### src/rtl/trig_cond_pkg.sv
package trig_cond_pkg;

   typedef enum logic [1:0] {
      PIN_LOW  = 2'd0,
      PIN_HIGH = 2'd1,
      PIN_FALL = 2'd2,
      PIN_RISE = 2'd3
   } pin_cond_e;

   typedef enum logic {
      SRC_PIN = 1'b0,
      SRC_PWM = 1'b1
   } trig_src_e;

   typedef struct packed {
      logic      en;
      trig_src_e src;
      pin_cond_e cond;
   } trig_cfg_t;

endpackage

### src/rtl/trig_sync.sv
module trig_sync #(
   parameter int   STAGES  = 2,
   parameter logic RST_VAL = 1'b0
) (
   input  logic clk,
   input  logic rst_n,
   input  logic d,
   output logic q
);

   generate
      if (STAGES < 2) begin : g_bad_depth
         $error("trig_sync: STAGES must be at least 2");
      end
   endgenerate

   logic [STAGES-1:0] chain;

   always_ff @(posedge clk or negedge rst_n) begin
      if (!rst_n) chain <= {STAGES{RST_VAL}};
      else        chain <= {chain[STAGES-2:0], d};
   end

   assign q = chain[STAGES-1];

endmodule

### src/rtl/trig_pin_qual.sv
module trig_pin_qual
   import trig_cond_pkg::*;
#(
   parameter logic IDLE_VAL = 1'b0
) (
   input  logic      clk,
   input  logic      rst_n,
   input  trig_cfg_t cfg,
   input  logic      pin_s,
   input  logic      seq_busy,
   output logic      pin_hit
);

   logic      prev_q;
   trig_cfg_t cfg_q;
   logic      cfg_same;
   logic      rise, fall;
   logic      hit_raw;
   logic      is_edge;

   always_ff @(posedge clk or negedge rst_n) begin
      if (!rst_n) begin
         prev_q <= IDLE_VAL;
         cfg_q  <= '0;
      end else begin
         prev_q <= pin_s;
         cfg_q  <= cfg;
      end
   end

   assign cfg_same = (cfg == cfg_q);
   assign rise     = pin_s & ~prev_q;
   assign fall     = ~pin_s & prev_q;
   assign is_edge  = cfg.cond[1];

   always_comb begin
      unique case (cfg.cond)
         PIN_LOW:  hit_raw = ~pin_s & ~seq_busy;
         PIN_HIGH: hit_raw = pin_s & ~seq_busy;
         PIN_FALL: hit_raw = fall & cfg_same;
         PIN_RISE: hit_raw = rise & cfg_same;
         default:  hit_raw = 1'b0;
      endcase
   end

   assign pin_hit = cfg.en & (cfg.src == SRC_PIN) & hit_raw;

   // an edge hit never repeats in the next cycle under the same setup
   a_r5_edge_once: assert property (@(posedge clk) disable iff (!rst_n)
      (pin_hit && is_edge) |=> !(pin_hit && is_edge && $stable(cfg)));

   // no edge reported in a cycle where the configuration moved
   a_r10_no_false_edge: assert property (@(posedge clk) disable iff (!rst_n)
      (is_edge && !$stable(cfg)) |-> !pin_hit);

   // busy sequencer blocks level requests
   a_r7_busy_blocks_level: assert property (@(posedge clk) disable iff (!rst_n)
      (!is_edge && seq_busy) |-> !pin_hit);

endmodule

### src/rtl/trig_pulse_out.sv
module trig_pulse_out #(
   parameter bit REGISTERED = 1'b1
) (
   input  logic clk,
   input  logic rst_n,
   input  logic req,
   output logic pulse
);

   generate
      if (REGISTERED) begin : g_reg
         logic pulse_q;
         always_ff @(posedge clk or negedge rst_n) begin
            if (!rst_n) pulse_q <= 1'b0;
            else        pulse_q <= req;
         end
         assign pulse = pulse_q;
      end else begin : g_comb
         logic unused_clk;
         assign unused_clk = clk ^ rst_n;
         assign pulse = req;
      end
   endgenerate

endmodule

### src/rtl/trig_cond.sv
module trig_cond
   import trig_cond_pkg::*;
#(
   parameter int   SYNC_STAGES = 2,
   parameter logic PIN_IDLE    = 1'b0,
   parameter bit   OUT_REG     = 1'b1
) (
   input  logic       clk,
   input  logic       rst_n,
   input  logic       hw_en,
   input  logic       src_sel,
   input  logic [1:0] cond_sel,
   input  logic       pin_raw,
   input  logic       pwm_evt,
   input  logic       seq_busy,
   input  logic       sw_start,
   output logic       start_req
);

   localparam int PIN_LATENCY = SYNC_STAGES + (OUT_REG ? 1 : 0);

   generate
      if (PIN_LATENCY < 2) begin : g_bad_latency
         $error("trig_cond: synchroniser too shallow");
      end
   endgenerate

   trig_cfg_t cfg;
   logic      pin_s;
   logic      pin_hit;
   logic      pwm_hit;
   logic      req_any;

   assign cfg.en   = hw_en;
   assign cfg.src  = trig_src_e'(src_sel);
   assign cfg.cond = pin_cond_e'(cond_sel);

   trig_sync #(
      .STAGES  (SYNC_STAGES),
      .RST_VAL (PIN_IDLE)
   ) u_sync (
      .clk   (clk),
      .rst_n (rst_n),
      .d     (pin_raw),
      .q     (pin_s)
   );

   trig_pin_qual #(
      .IDLE_VAL (PIN_IDLE)
   ) u_qual (
      .clk      (clk),
      .rst_n    (rst_n),
      .cfg      (cfg),
      .pin_s    (pin_s),
      .seq_busy (seq_busy),
      .pin_hit  (pin_hit)
   );

   assign pwm_hit = hw_en & (cfg.src == SRC_PWM) & pwm_evt;
   assign req_any = sw_start | pwm_hit | pin_hit;

   trig_pulse_out #(
      .REGISTERED (OUT_REG)
   ) u_out (
      .clk   (clk),
      .rst_n (rst_n),
      .req   (req_any),
      .pulse (start_req)
   );

   generate
      if (OUT_REG) begin : g_out_checks
         // software start always yields a request one cycle on
         a_r2_sw_start: assert property (@(posedge clk) disable iff (!rst_n)
            sw_start |=> start_req);
         // each PWM strobe yields a request one cycle on
         a_r3_pwm_pulse: assert property (@(posedge clk) disable iff (!rst_n)
            (hw_en && src_sel && pwm_evt) |=> start_req);
         // disabled hardware path stays silent without software start
         a_r9_disabled_quiet: assert property (@(posedge clk) disable iff (!rst_n)
            (!hw_en && !sw_start) |=> !start_req);
      end
   endgenerate

endmodule

### config.mk
export PLATFORM = sky130hd
export DESIGN_NAME = trig_cond
export DESIGN_NICKNAME = d
export VERILOG_FILES = /design/src/rtl/trig_cond_pkg.sv /design/src/rtl/trig_sync.sv /design/src/rtl/trig_pin_qual.sv /design/src/rtl/trig_pulse_out.sv /design/src/rtl/trig_cond.sv
export SDC_FILE = /design/constraint.sdc
export NUM_CORES = 1
export LEC_CHECK = 0
export BUFFER_PORTS_ARGS = -buffer_cell sky130_fd_sc_hd__buf_2
export CAP_MARGIN = 20
export CORE_AREA = 8 8 45 47
export CTS_BUF_LIST = sky130_fd_sc_hd__clkbuf_4 sky130_fd_sc_hd__clkbuf_8 sky130_fd_sc_hd__clkbuf_16
export DETAILED_ROUTE_END_ITERATION = 10
export DIE_AREA = 0 0 53 55
export SLEW_MARGIN = 25
export SYNTH_ARGS = -nofsm -noshare
export SYNTH_HDL_FRONTEND = slang
export SYNTH_HIERARCHICAL = 1
export SYNTH_SLANG_ARGS = --single-unit
### constraint.sdc
create_clock -name clk -period 2.6 [get_ports clk]
set_clock_uncertainty 0.05 [all_clocks]
set_input_delay 0.13 -clock clk [delete_from_list [all_inputs] [get_ports clk]]
set_output_delay 0.13 -clock clk [all_outputs]
set_load 0.1 [all_outputs]
==> metrics, run 1 <==
status finished clean; TritonCTS clock tree built; DRT antenna net count 0; combinational power share 13.0%; pin count of the biggest net entering global routing 9; synthesized cell area 270.3 um^2; post-DR wirelength/cell 11.09 um; Critical Path AT 1.40 ns; post-route DRC violation count 0; #FFs+latches synth 8; total power divided by cell area 607.7 nW/um^2; Static Leak 0.1945 nW; worst vdd ir 0.3399 mV; synth cell count leaders 8 x dfrtp_1, 2 x nor3_1; final WL 588 um; total CTS buffers 3; Main synth FF type dfrtp_1; Post-Syn Nets 28; clk slew on worst S/H paths 0.05 ns; die area 2915 um^2; slew margin rel. 67.75%; fin util 30.56%; worst-path fanout max 4; fin worst setup slack 1.275 ns; vias in the first global route 237; Fin. Hold Viols 0; Vias/cell 3.925; post-synthesis cell type count 10; sequential group share of total power 52.1%; # diodes 0; IO buf count 10; Fill cells 141; Post-Syn Instances 18; CORE AREA 1384 um^2; maxcap violations 0; Syn Area/Cell 15.01 um^2; RSZ-0062 raised after global routing no; wire length of the first global-routing pass 1007 um; worst slew pin tran 0.4870 ns; post-synth top area share 74.07%; cell accounting for the most synthesized area dfrtp_1; DIE WIDTH 53 um; postcts setup bufs 0; dpl hpwl 437.7 um; Area Overhead vs Synth 56.48%; Placer Congestion 0.7101; row count 14; # clock sinks 8; Setup TNS 0 ns; final period utilization 50.96%; total track usage 5.173%; Worst Path Required 2.68 ns; H-tree depth 1; highest clock rate 754.7 MHz; Die H 55 um; flop-to-flop setup slack 1.27 ns; antenna violations before repair 0; fin. max-slew vios 0; Sw Share 22.30%; final worst path period need 1.325 ns; Setup CP Type flop to flop; FF-to-FF Start u_sync/chain[1]; Initial DRC Count 5; Hold WC Path Type primary input to flop; clk buf depth 2; ys async rst share 100.0%; cell-internal power 199.7 uW; Pre-antenna DRT Iters 4; fin nets 49; Clock Tree Root clkbuf_4; CP startpoint kind flop; hold_sp sw_start; clock share of power 34.9%; CP Launch Point u_sync/chain[1]; Net Sw Power 57.31 uW; Vias 208; register area share after synthesis 74.07%; share of post-route cells with drive strength above 1 37.84%; Post-synth EDFFs 0; Initial Utilization 19.53%; grt ovf 0; CP Capture Type flop; Min Hold Slack 0.04941 ns; Place WS 1.271 ns; I/O pin total 11; worst skew pair latency 0.24 ns; count leader, synth dfrtp_1; yosys warns 6; main area contributors after synthesis dfrtp_1 74%, a311o_1 3.7%, and3b_2 3.7%; final setup fails 0
[per-layer routing]
metal | vias up | global-route usage, % | part of all wire, %
li1 | 105 | - | -
met1 | 90 | 4.961 | 47
met2 | 13 | 6.641 | 35
met3 | 0 | 5.882 | 18
met4 | 0 | 2.586 | 0
met5 | - | 0 | 0
[state kept, by name, summed over array words and instances (netlist names)]
register / flops
u_qual/cfg_q: 4
u_out/pulse: 1
u_qual/prev_q: 1
u_sync/chain: 2
[cells by family after synthesis]
family	after synthesis	share of synthesized area [%]
buffers and inverters	1	1.388
and+or+nand+nor	6	14.35
DFF	8	74.07
xor gates and xnor gates	1	3.241
AOI/OAI and AO/OA	2	6.945
[final timing paths]
check                                  end  cells after the start
setup / recovery               u_out/pulse                      4
min in group asynchronous  u_qual/cfg_q[3]                      2
max in group asynchronous  u_qual/cfg_q[0]                      2
setup reg to reg               u_out/pulse                      4
hold reg to reg            u_sync/chain[1]                      0
hold / removal                 u_out/pulse                      2
[power groups by stage]
stage / clock (mW) / combinational [mW] / sequential (mW)
final: 0.0898 / 0.0334 / 0.134
after global routing: 0.104 / 0.0365 / 0.134
after CTS: 0.0954 / 0.0338 / 0.134
after detailed placement: 0 / 0.0269 / 0.136
after global placement: 0 / 0.0268 / 0.136
after floorplan: 0 / 0.00646 / 0.143
[cells in the final DEF (no fill, tap or decap)]
master,count
dlygate4sd3_1,6
buf_2,10
nor3b_1,1
xnor2_1,1
clkbuf_4,3
inv_1,1
dfrtp_1,8
nand3b_1,1
a311o_1,1
a41oi_1,1
nor2_1,1
nor3_1,2
and3b_2,1
[area by class of cell]
| class | instances | area (um^2) | share of cell area (%) |
|---|---|---|---|
| clock buffer | 3 | 22.52 | 5.325 |
| inverter | 1 | 3.754 | 0.8876 |
| multi-input combinational | 9 | 66.31 | 15.68 |
| sequential | 8 | 200.2 | 47.34 |
| tap | 16 | 20.02 | 4.734 |
| timing repair buffer | 16 | 110.1 | 26.04 |
[critical path, stage by stage, from the launching register on]
cell     delay (ns)
dfrtp_1        0.41
and3b_2        0.22
nor3_1         0.16
nor3_1         0.06
a311o_1        0.31
[stage by stage]
stage / cell area (um^2) / power (mW) / std cells
after global routing: 422.9 / 0.2744 / 53
after detailed placement: 340.3 / 0.1629 / 44
final: 422.9 / 0.2570 / 53
after CTS: 422.9 / 0.2630 / 53
after floorplan: 270.3 / 0.1498 / 18
after global placement: 340.3 / 0.1624 / 44
[what timing repair did]
action | CTS | global route
hold buffers | 6 | 0
hold endpoints to repair | 13 | 0
resized for setup | 0 | 0
Power figures use the tool's default switching activity.
==> run 2, diff against run 1 <==
- clock period: 2.6 -> 1.1 ns (I/O delays scaled with it)
==> run 2 against run 1 <==
Compared with the run above:
- clock power rose to 2.6 times the previous value
- non-clock buffer count up 1
- register-to-register slack lost 1.4 ns
- sequential share of layout area is 3.1 points lower
- utilization up 2.2 points
- first-iteration DRC count shrank 60%
- the flow now finishes with violations (negative setup slack)
- power grew 150%
- wire length rose by 13%
==> metrics, run 2 (synthesis gave the netlist of run 1 again) <==
fin. max-slew vios 0; Initial DRC Count 2; vias in the first global route 252; hold_sp pwm_evt; clk buf depth 2; Setup CP Type flop to flop; post-DR wirelength/cell 12.31 um; Hold WC Path Type primary input to flop; Initial Utilization 19.53%; worst skew pair latency 0.26 ns; CP endpoint u_out/pulse; worst slew pin tran 0.2211 ns; total track usage 5.717%; Place WS -0.1307 ns; FF-to-FF End u_out/pulse; Die H 55 um; maxcap violations 0; failing checks negative setup slack; dpl hpwl 442.5 um; pin count of the biggest net entering global routing 9; Placer Congestion 0.6274; Vias 216; antenna violations before repair 0; IO buf count 10; fin nets 50; slew margin rel. 85.23%; total power divided by cell area 1416 nW/um^2; Area after DPL 360.3 um^2; status finished with violations; highest clock rate 814.3 MHz; fin worst setup slack -0.1281 ns; final period utilization 111.6%; grt ovf 0; Finished Cell Area 452.9 um^2; CP Launch Point u_sync/chain[1]; Most flops, register u_qual/cfg_q; Critical Path AT 1.31 ns; max reg flops 4; commonest non-fill, non-tap cell in the layout buf_2; fin cells 54; total CTS buffers 3; Clock Tree Root clkbuf_4; CP Capture Type flop; Worst Path Required 1.19 ns; postcts setup bufs 0; final WL 665 um; Area Overhead vs Synth 67.59%; share of post-route cells with drive strength above 1 39.47%; CP startpoint kind flop; Worst R2R Path Depth 4; wire length of the first global-routing pass 1117 um; FF-to-FF Start u_sync/chain[1]; Pre-antenna DRT Iters 2; final worst path period need 1.228 ns; post-route DRC violation count 0; RSZ-0062 raised after global routing yes; CORE AREA 1384 um^2; DIE WIDTH 53 um; Vias/cell 4.000; hold depth 2; final setup fails 1; worst vdd ir 0.6266 mV; post-layout total power 641.2 uW; # diodes 0; I/O pin total 11; TritonCTS clock tree built; H-tree depth 1; die area 2915 um^2; commonest non-fill, non-tap cells in the layout 9 x buf_2, 8 x dfrtp_1, 7 x dlygate4sd3_1, 3 x clkbuf_4; Fin. Hold Viols 0; biggest regs u_qual/cfg_q: 4 flops, u_sync/chain: 2 flops; flop-to-flop setup slack -0.13 ns; row count 14; clk slew on worst S/H paths 0.05 ns; Static Leak 0.2053 nW; Cells after DPL 44; worst-path fanout max 4; DRT antenna net count 0; # clock sinks 8
-- run 2: area by class of cell --
class                   count  area [um^2]
fillers                   144        930.9
flip-flops and latches      8        200.2
repair buffers             17        135.1
well taps                  16        20.02
inverters                   1        3.754
multi-input cells           9        71.32
clock buffers               3        22.52
-- run 2: critical path, stage by stage, from the launching register on --
cell	delay [ns]
dfrtp_1	0.41
and3b_2	0.21
nor3_2	0.10
nor3_1	0.07
a311o_1	0.27
-- run 2: power by group --
part	total, mW	switching, mW	internal (mW)
clock	0.231	0.106	0.125
sequential	0.318	0.00796	0.310
combinational	0.0922	0.0433	0.0489
total	0.641	0.157	0.484
-- run 2: how the worst min path moves through the flow --
stage,to,slack [ns]
2_1_floorplan,u_out/pulse,-0.29
3_3_place_gp,u_qual/cfg_q[1],-0.15
3_5_place_dp,u_qual/cfg_q[1],-0.14
4_1_cts,u_out/pulse,0.01
5_1_grt,u_out/pulse,0.02
6_report,u_out/pulse,0.02
-- run 2: metrics by stage --
| step | setup TNS (ns) | hold slack [ns] | utilization [%] |
|---|---|---|---|
| 2_1_floorplan | -0.06288 | -0.2906 | - |
| 3_3_place_gp | -0.1074 | -0.1462 | 26.04 |
| 3_5_place_dp | -0.1307 | -0.1422 | 26.04 |
| 4_1_cts | -0.1343 | 0.01042 | 32.73 |
| 5_1_grt | -0.1853 | 0.02061 | 32.73 |
| 6_report | -0.1281 | 0.01540 | 32.73 |
-- run 2: layer usage --
metal	GRT usage, %	vias up	wire [um]
li1	-	104	-
met1	5.873	97	311
met2	7.227	15	233
met3	6.952	0	120
met4	1.293	0	0
met5	0	-	0
-- run 2: what timing repair did --
action / CTS / global route
resized for setup: 0 / 0
setup endpoints to repair: 1 / 1
hold buffers: 7 / 0
endpoints found under the hold margin: 14 / 0
gates cloned: 0 / 0
